===== config.mk =====
export PLATFORM = sky130hd
export DESIGN_NAME = softstart_retry_seq
export DESIGN_NICKNAME = d
export VERILOG_FILES = /design/src/rtl/seq_pkg.sv /design/src/rtl/seq_timebase_dp.sv /design/src/rtl/seq_ctrl.sv /design/src/rtl/softstart_retry_seq.sv
export SDC_FILE = /design/constraint.sdc
export NUM_CORES = 1
export LEC_CHECK = 0
export ABC_AREA = 1
export CORE_AREA = 4 4 80 82
export DETAILED_ROUTE_END_ITERATION = 7
export DIE_AREA = 0 0 84 86
export SYNTH_ARGS = -nofsm -noshare
export SYNTH_HDL_FRONTEND = slang
export SYNTH_SLANG_ARGS = --single-unit

===== constraint.sdc =====
create_clock -name clk -period 6.65 [get_ports clk]
set_clock_uncertainty 0.2 [all_clocks]
set_input_delay 1.33 -clock clk [delete_from_list [all_inputs] [get_ports clk]]
set_output_delay 1.33 -clock clk [all_outputs]
set_load 0.02 [all_outputs]

===== src/rtl/seq_pkg.sv =====
package seq_pkg;
  typedef enum logic [2:0] {
    ST_IDLE   = 3'd0,
    ST_BIAS   = 3'd1,
    ST_SAMPLE = 3'd2,
    ST_RAMP   = 3'd3,
    ST_RUN    = 3'd4,
    ST_HICCUP = 3'd5
  } seqState_e;

  // strobes from control to the timebase/code datapath
  typedef struct packed {
    logic clrTime;   // restart tick and step counters
    logic codeZero;  // force reference code to zero
    logic codeFull;  // force reference code to full scale
    logic codeStep;  // advance code at the end of a step
  } seqCtl_t;
endpackage


===== src/rtl/seq_timebase_dp.sv =====
module seq_timebase_dp
  import seq_pkg::*;
#(
  parameter int STEP_TICKS = 13281,
  parameter int CODE_W     = 6,
  parameter int CNT_W      = 8
) (
  input  logic              clk,
  input  logic              rstN,
  input  seqCtl_t           ctl,
  output logic              stepTick,
  output logic [CNT_W-1:0]  stepCnt,
  output logic [CODE_W-1:0] refCode
);
  localparam int TICK_W = (STEP_TICKS > 1) ? $clog2(STEP_TICKS) : 1;
  localparam logic [TICK_W-1:0] TICK_LAST = TICK_W'(STEP_TICKS - 1);
  localparam logic [CODE_W-1:0] CODE_MAX = '1;

  logic [TICK_W-1:0] tickCnt;

  assign stepTick = (tickCnt == TICK_LAST);

  always_ff @(posedge clk or negedge rstN) begin
    if (!rstN) begin
      tickCnt <= '0;
      stepCnt <= '0;
    end else if (ctl.clrTime) begin
      tickCnt <= '0;
      stepCnt <= '0;
    end else if (stepTick) begin
      tickCnt <= '0;
      stepCnt <= stepCnt + 1'b1;
    end else begin
      tickCnt <= tickCnt + 1'b1;
    end
  end

  always_ff @(posedge clk or negedge rstN) begin
    if (!rstN)                                              refCode <= '0;
    else if (ctl.codeFull)                                  refCode <= CODE_MAX;
    else if (ctl.codeZero)                                  refCode <= '0;
    else if (ctl.codeStep && stepTick && refCode != CODE_MAX) refCode <= refCode + 1'b1;
  end

  // code only ever moves up by one, drops to zero, or stays
  assert_code_single_step_R3: assert property (@(posedge clk) disable iff (!rstN)
    (refCode != $past(refCode) && refCode != '0) |-> (refCode == $past(refCode) + 1'b1));
endmodule


===== src/rtl/seq_ctrl.sv =====
module seq_ctrl
  import seq_pkg::*;
#(
  parameter int CODE_W      = 6,
  parameter int BIAS_STEPS  = 64,
  parameter int RAMP_STEPS  = 64,
  parameter int DUMMY_STEPS = 128,
  parameter int CNT_W       = 8
) (
  input  logic              clk,
  input  logic              rstN,
  input  logic              porGood,
  input  logic              enable,
  input  logic              ocTrip,
  input  logic              rampAboveOut,
  input  logic              sampleDone,
  input  logic              stepTick,
  input  logic [CNT_W-1:0]  stepCnt,
  input  logic [CODE_W-1:0] refCode,
  output seqCtl_t           ctl,
  output logic              sampleStart,
  output logic              gateOn,
  output logic              running,
  output logic              fault
);
  localparam logic [CNT_W-1:0] BIAS_LAST  = CNT_W'(BIAS_STEPS - 1);
  localparam logic [CNT_W-1:0] RAMP_LAST  = CNT_W'(RAMP_STEPS - 1);
  localparam logic [CNT_W-1:0] DUMMY_LAST = CNT_W'(DUMMY_STEPS - 1);

  seqState_e stateQ, stateNext;
  logic      gateNext;
  logic      tripLive;

  assign tripLive = ocTrip && (stateQ == ST_RAMP || stateQ == ST_RUN);

  always_comb begin
    stateNext = stateQ;
    if (!porGood || !enable) begin
      stateNext = ST_IDLE;
    end else if (tripLive) begin
      stateNext = ST_HICCUP;
    end else begin
      unique case (stateQ)
        ST_IDLE:   stateNext = ST_BIAS;
        ST_BIAS:   if (stepTick && stepCnt == BIAS_LAST)  stateNext = ST_SAMPLE;
        ST_SAMPLE: if (sampleDone)                        stateNext = ST_RAMP;
        ST_RAMP:   if (stepTick && stepCnt == RAMP_LAST)  stateNext = ST_RUN;
        ST_HICCUP: if (stepTick && stepCnt == DUMMY_LAST) stateNext = ST_RAMP;
        ST_RUN:    stateNext = ST_RUN;
        default:   stateNext = ST_IDLE;
      endcase
    end
  end

  always_comb begin
    ctl.clrTime  = (stateNext != stateQ);
    ctl.codeFull = (stateNext == ST_RUN);
    ctl.codeZero = (stateNext != ST_RUN) && !(stateNext == ST_RAMP && stateQ == ST_RAMP);
    ctl.codeStep = (stateNext == ST_RAMP) && (stateQ == ST_RAMP);
    gateNext     = (stateNext == ST_RUN) ||
                   (stateNext == ST_RAMP && stateQ == ST_RAMP && (gateOn || rampAboveOut));
  end

  always_ff @(posedge clk or negedge rstN) begin
    if (!rstN) begin
      stateQ      <= ST_IDLE;
      gateOn      <= 1'b0;
      sampleStart <= 1'b0;
    end else begin
      stateQ      <= stateNext;
      gateOn      <= gateNext;
      sampleStart <= (stateNext == ST_SAMPLE) && (stateQ != ST_SAMPLE);
    end
  end

  assign running = (stateQ == ST_RUN);
  assign fault   = (stateQ == ST_HICCUP);

  assert_por_loss_idle_R1: assert property (@(posedge clk) disable iff (!rstN)
    !porGood |=> (!gateOn && !running && !fault && refCode == '0));
  assert_sample_pulse_single_R2: assert property (@(posedge clk) disable iff (!rstN)
    sampleStart |=> !sampleStart);
  assert_run_holds_full_R5: assert property (@(posedge clk) disable iff (!rstN)
    running |-> (refCode == '1 && gateOn));
  assert_trip_cuts_gates_R6: assert property (@(posedge clk) disable iff (!rstN)
    (porGood && enable && ocTrip && (running || stateQ == ST_RAMP)) |=> (fault && !gateOn));
  assert_fault_gates_off_R7: assert property (@(posedge clk) disable iff (!rstN)
    fault |-> (!gateOn && refCode == '0 && !sampleStart));
  assert_disable_idle_R8: assert property (@(posedge clk) disable iff (!rstN)
    !enable |=> (!running && !fault && !gateOn));
endmodule


===== src/rtl/softstart_retry_seq.sv =====
module softstart_retry_seq
  import seq_pkg::*;
#(
  parameter int STEP_TICKS  = 13281,
  parameter int BIAS_STEPS  = 64,
  parameter int CODE_W      = 6,
  parameter int DUMMY_RAMPS = 2
) (
  input  logic              clk,
  input  logic              rstN,
  input  logic              porGood,
  input  logic              enable,
  input  logic              ocTrip,
  input  logic              rampAboveOut,
  input  logic              sampleDone,
  output logic [CODE_W-1:0] refCode,
  output logic              sampleStart,
  output logic              hiGateEn,
  output logic              loGateEn,
  output logic              running,
  output logic              fault,
  output logic              rampDone
);
  localparam int RAMP_STEPS  = 2 ** CODE_W;
  localparam int DUMMY_STEPS = DUMMY_RAMPS * RAMP_STEPS;
  localparam int MAX_STEPS   = (BIAS_STEPS > DUMMY_STEPS) ? BIAS_STEPS : DUMMY_STEPS;
  localparam int CNT_W       = $clog2(MAX_STEPS + 1);

  seqCtl_t          ctl;
  logic             stepTick;
  logic [CNT_W-1:0] stepCnt;
  logic             gateOn;

  seq_timebase_dp #(
    .STEP_TICKS(STEP_TICKS), .CODE_W(CODE_W), .CNT_W(CNT_W)
  ) dp_i (
    .clk(clk), .rstN(rstN), .ctl(ctl),
    .stepTick(stepTick), .stepCnt(stepCnt), .refCode(refCode)
  );

  seq_ctrl #(
    .CODE_W(CODE_W), .BIAS_STEPS(BIAS_STEPS), .RAMP_STEPS(RAMP_STEPS),
    .DUMMY_STEPS(DUMMY_STEPS), .CNT_W(CNT_W)
  ) ctrl_i (
    .clk(clk), .rstN(rstN), .porGood(porGood), .enable(enable),
    .ocTrip(ocTrip), .rampAboveOut(rampAboveOut), .sampleDone(sampleDone),
    .stepTick(stepTick), .stepCnt(stepCnt), .refCode(refCode),
    .ctl(ctl), .sampleStart(sampleStart), .gateOn(gateOn),
    .running(running), .fault(fault)
  );

  assign hiGateEn = gateOn;
  assign loGateEn = gateOn;
  assign rampDone = running;
endmodule


After elaboration in Yosys (flattened, before gate mapping). Index checks and enable logic that the tools add are counted.

Register bits after elaboration: 33. Input port bits: 7. Word-level logic and storage cells: 57.

Add/sub/neg operators: 3. Equality and inequality tests: 15. Muxes and demuxes: 14. Reduce and logical (&&, ||, !) cells: 19.

Operator list (number): 2-to-1 mux 14 bit (2); 2-to-1 mux 3 bit (6); 2-to-1 mux 6 bit (3); one-hot mux 3 bit (6 select lines) (1); 2-to-1 mux 8 bit (2); adder 14 x 1 -> 14 bit (second input constant) (1); equality test 14 bit (second input constant) (1); equality test 3 x 2 -> 1 bit (second input constant) (4); equality test 3 bit (second input constant) (3); logical AND 1 bit (9); adder 8 x 1 -> 8 bit (second input constant) (1); equality test 8 x 6 -> 1 bit (second input constant) (1); equality test 8 x 7 -> 1 bit (second input constant) (1); adder 6 x 1 -> 6 bit (second input constant) (1); inequality test 6 bit (second input constant) (1); logical OR 1 bit (4); equality test 3 x 1 -> 1 bit (second input constant) (1); zero test 1 bit (3); zero test 3 bit (1); inequality test 3 x 2 -> 1 bit (second input constant) (1); inequality test 3 bit (1); inequality test 3 bit (second input constant) (1); nonzero test 3 bit (1); nonzero test 2 bit (1).

Logic depth before layout (Yosys ltp).
Depth in word-level cells: 13. Depth in mapped cells: 17. Depth with buffers taken out: 16.

Cells and area by module. From an unflattened synthesis, not the netlist that was laid out.

Cell total of the unflattened synthesis: 307. Area, all modules: 2120.8 sq um.

By module, submodules not included: seq_timebase_dp (instances 1, cells each 230, area an instance 1650.3 sq um); seq_ctrl (instances 1, cells each 75, area an instance 455.4 sq um); softstart_retry_seq (instances 1, cells each 2, area an instance 15.0 sq um).

Least setup slack after synthesis. Ideal clock, no wire load.

Path kind: in2reg. Start: input sampleDone. End: register dp_i.tickCnt[2]. Data arrival time: 2.265 ns. Required time: 6.381 ns. Slack: 4.115 ns. Cell stages on the path: 9. Buffers on the path: 1. Path through: inv_1 > nor2_1 > nor3_1 > nand3_1 > nand2_2 > xor2_1 > nand3_2 > buf_6 > nor2_2.

Longest elaborated chain between the ends: 6.

RTL lines: start: declaration (RTL line softstart_retry_seq.sv:15) `input logic sampleDone,`; 2-to-1 mux 3 bit (RTL line seq_ctrl.sv:46) `ST_SAMPLE: if (sampleDone) stateNext = ST_RAMP;`; one-hot mux 3 bit (6 select lines) (RTL line seq_ctrl.sv:43) `unique case (stateQ)`; 2-to-1 mux 3 bit (RTL line seq_ctrl.sv:40) `end else if (tripLive) begin`; 2-to-1 mux 3 bit (RTL line seq_ctrl.sv:38) `if (!porGood || !enable) begin`; inequality test 3 bit (RTL line seq_ctrl.sv:56) `ctl.clrTime = (stateNext != stateQ);`; 2-to-1 mux 14 bit (RTL line seq_timebase_dp.sv:27) `end else if (ctl.clrTime) begin`; end signal: assignment (RTL line seq_timebase_dp.sv:34) `tickCnt <= tickCnt + 1'b1;`; end: declaration (RTL line seq_timebase_dp.sv:19) `logic [TICK_W-1:0] tickCnt;`.

Every way passes these cells. A chain may end at the register's enable or synchronous reset.

Final worst setup path.
Start: register ctrl_i.stateQ[2]. End: output fault.

Longest elaborated chain between the ends: 1.

RTL lines: start: declaration (RTL line seq_ctrl.sv:30) `seqState_e stateQ, stateNext;`; start signal: assignment (RTL line seq_ctrl.sv:70) `stateQ <= stateNext;`; equality test 3 bit (RTL line seq_ctrl.sv:77) `assign fault = (stateQ == ST_HICCUP);`; end: declaration (RTL line softstart_retry_seq.sv:21) `output logic fault,`.

Every way passes these cells.

==> run summary <==
Outcome: completed
Number of fill cells in the layout: 596
CP Cell Sequence: inv_2, nor3_2, clkdlybuf4s50_1
Root Driver: clkbuf_8
Layout Nets: 302
Share of layout cells above drive strength 1: 18.6%
Initial core utilization: 36.8%
Endpoints failing setup: 0
Reg2reg path depth: 13
Worst EP arrival: 1920 ps
Synthesized area per cell: 7.77 µm²
Setup bufs post-CTS: 0
Reg clk slew, reported paths: 70 ps
Final Max Slew Viols: 0
Switching part of the total: 26.7%
Final Util: 42.3%
RSZ-0062 raised after global routing: no
Vias: 1717
Register bit count reported by yosys: 33
Register area: 826 µm²
Syn Inst Count: 272
MaxCap Viol Count: 0
Met1 usage: 16.8%
Ys Warns: 0
Routed len/inst: 11.3 µm
Minimum clock period: 3450 ps
Die height: 86 µm
Flop pwr share: 51.0%
CTS Hold Bufs: 0
Clk_lat worst skew: 280 ps
All-Layer GR Usage: 13.0%
Worst hold endpoint: ctrl_i.gateOn
P_int: 0.000313 W
Gate power share: 13.0%
Max IR drop VDD: 0.0806 mV
Switching Power: 0.000114 W
Final setup TNS: 0 ps
Max incr delay on CP: 670 ps
Cell Area, Synth: 0.00211 mm²
Largest net degree at the start of global routing: 34
CTS Sinks: 33
Critical R2R Capture: dp_i.stepCnt[0]
DRC Markers: 0
Leak pwr: 1.17 nW
Number of global-route vias before repair: 1713
Met3 GRT Util: 3.36%
Met2 usage in global routing: 21.3%
DP HPWL: 3.01 mm
Hold Path Depth: 2
R2r setup slk: 3800 ps
Input/output buffers: 18
Crit Path Category: reg -> out
Max clock buf depth: 2
Clock network power share: 36.1%
Min-delay src: ctrl_i.gateOn
Cell Area, Placed: 0.00234 mm²
Gates resized, CTS repair: 0
CTS buffer count: 5
Vias per inst: 4.69
CP max FO: 8
Num rows: 28
First-pass iteration count of the detailed router: 4
Core area: 0.00575 mm²
Max Fclk: 290 MHz
Hold Vio Cnt, Final: 0
Final Cell Area: 0.00243 mm²
Worst Setup Start Kind: register
Worst r2r src: dp_i.tickCnt[0]
Most common cell after layout, fill and taps aside: nand2_1
Num ports: 19
Most frequent cells in the layout: nand2_1, dfrtp_1, nor2_1
Critical Path RT: 5120 ps
Critical-path top delay cell: clkdlybuf4s50_1
DRT antenna net count: 0
Synth cell types: 32
H-tree depth: 2
First-pass GRT wire length: 7.67 mm
Initial antenna violation count: 0
GR Overflow Total: 0
Multi-input logic area: 0.00113 mm²
Final RePlAce weighted congestion: 0.860
Syn-to-layout area delta: 15.0%
Seq/Total Area, Yosys: 39.1%
Die area: 0.00722 mm²
Crit path capture type: primary output
Grt peak-use layer: met2
PwrDens: 176 mW/mm²
TritonCTS clock tree: done
Slew of the pin with the lowest slew margin: 669 ps
DRT Wirelength: 4.15 mm
Syn_nets: 283
Final period utilization: 51.9%
Antenna cells: 0
Rel. slew slack: 55.3%
Drt initial violations: 87
Class of the worst hold path: reg -> reg
Die W: 84 µm
-- worst max-delay path: cells and delay by family (launching register included) --
| family | cells | cell delay, ps |
|---|---|---|
| buffers and inverters | 2 | 780 |
| and+or+nand+nor | 1 | 320 |
| DFF | 1 | 540 |
-- cell usage after synthesis, drive strengths merged --
master | count | share of area, %
nand2 | 72 | 13
nor2 | 52 | 13
dfrtp | 33 | 39
nand3 | 29 | 7.8
inv | 26 | 4.6
xor2 | 13 | 5.4
nand4 | 12 | 3.8
buf | 6 | 2.2
nand3b | 5 | 1.8
nor3 | 5 | 1.4
ha | 4 | 2.4
o21ai | 4 | 1.1
or2 | 4 | 1.2
a21oi | 1 | 0.24
clkbuf | 1 | 0.18
clkinv | 1 | 0.24
mux2i | 1 | 0.47
o21bai | 1 | 0.36
o31ai | 1 | 0.36
xnor2 | 1 | 0.41
-- power by group through the flow --
| stage | clock [W] | sequential [W] | combinational [W] |
|---|---|---|---|
| 3_3_place_gp | 0 | 0.000221 | 0.0000554 |
| 2_1_floorplan | 0 | 0.000220 | 0.0000439 |
| 4_1_cts | 0.000160 | 0.000218 | 0.0000563 |
| 3_5_place_dp | 0 | 0.000222 | 0.0000561 |
| 5_1_grt | 0.000169 | 0.000220 | 0.0000624 |
| 6_report | 0.000154 | 0.000218 | 0.0000554 |
-- state kept, by name, indices dropped and copies added (netlist names) --
register / flops
ctrl_i.sampleStart: 1
dp_i.tickCnt: 14
dp_i.refCode: 6
dp_i.stepCnt: 8
ctrl_i.gateOn: 1
ctrl_i.stateQ: 3
-- per-layer routing --
layer,part of all wire (%),wire length (µm)
met1,51,2120
met2,44,1820
met3,3.7,154
met4,1.2,50
met5,0,0
-- layout make-up --
cell class	count	area share, %
inverters	27	4.22
clock buffers	7	3.55
multi-input cells	205	46.7
well taps	75	3.86
flip-flops and latches	33	34.0
repair buffers	19	7.72
-- worst max-delay path by stage --
stage,end,slack (ps),start,cells after the start
floorplan,dp_i.tickCnt[2],4120,sampleDone,9
global placement,dp_i.stepCnt[1],3200,sampleDone,9
detailed placement,dp_i.stepCnt[0],3120,sampleDone,9
CTS,fault,3200,ctrl_i.stateQ[2],3
global route,fault,3050,ctrl_i.stateQ[2],3
finish,fault,3200,ctrl_i.stateQ[2],3
-- metrics by stage --
stage	total power, W	hold WS, ps	worst slack (ps)	instances
finish	0.000427	326	3200	366
global route	0.000452	383	3050	366
CTS	0.000434	334	3200	366
detailed placement	0.000278	315	3120	359
global placement	0.000277	301	3200	359
floorplan	0.000263	332	4120	272
-- cell families (layout without fill, tap and decap cells) --
kind of cell    after synthesis  in the layout  share of synthesized area (%)
simple gates                179            179                           43.0
buf+inv                      34             53                           7.28
flops                        33             33                           39.1
xor+xnor                     14             14                           5.80
compound gates                7              7                           2.07
fa+ha+maj                     4              4                           2.37
mux                           1              1                          0.473
(Power assumes the default switching activity.)
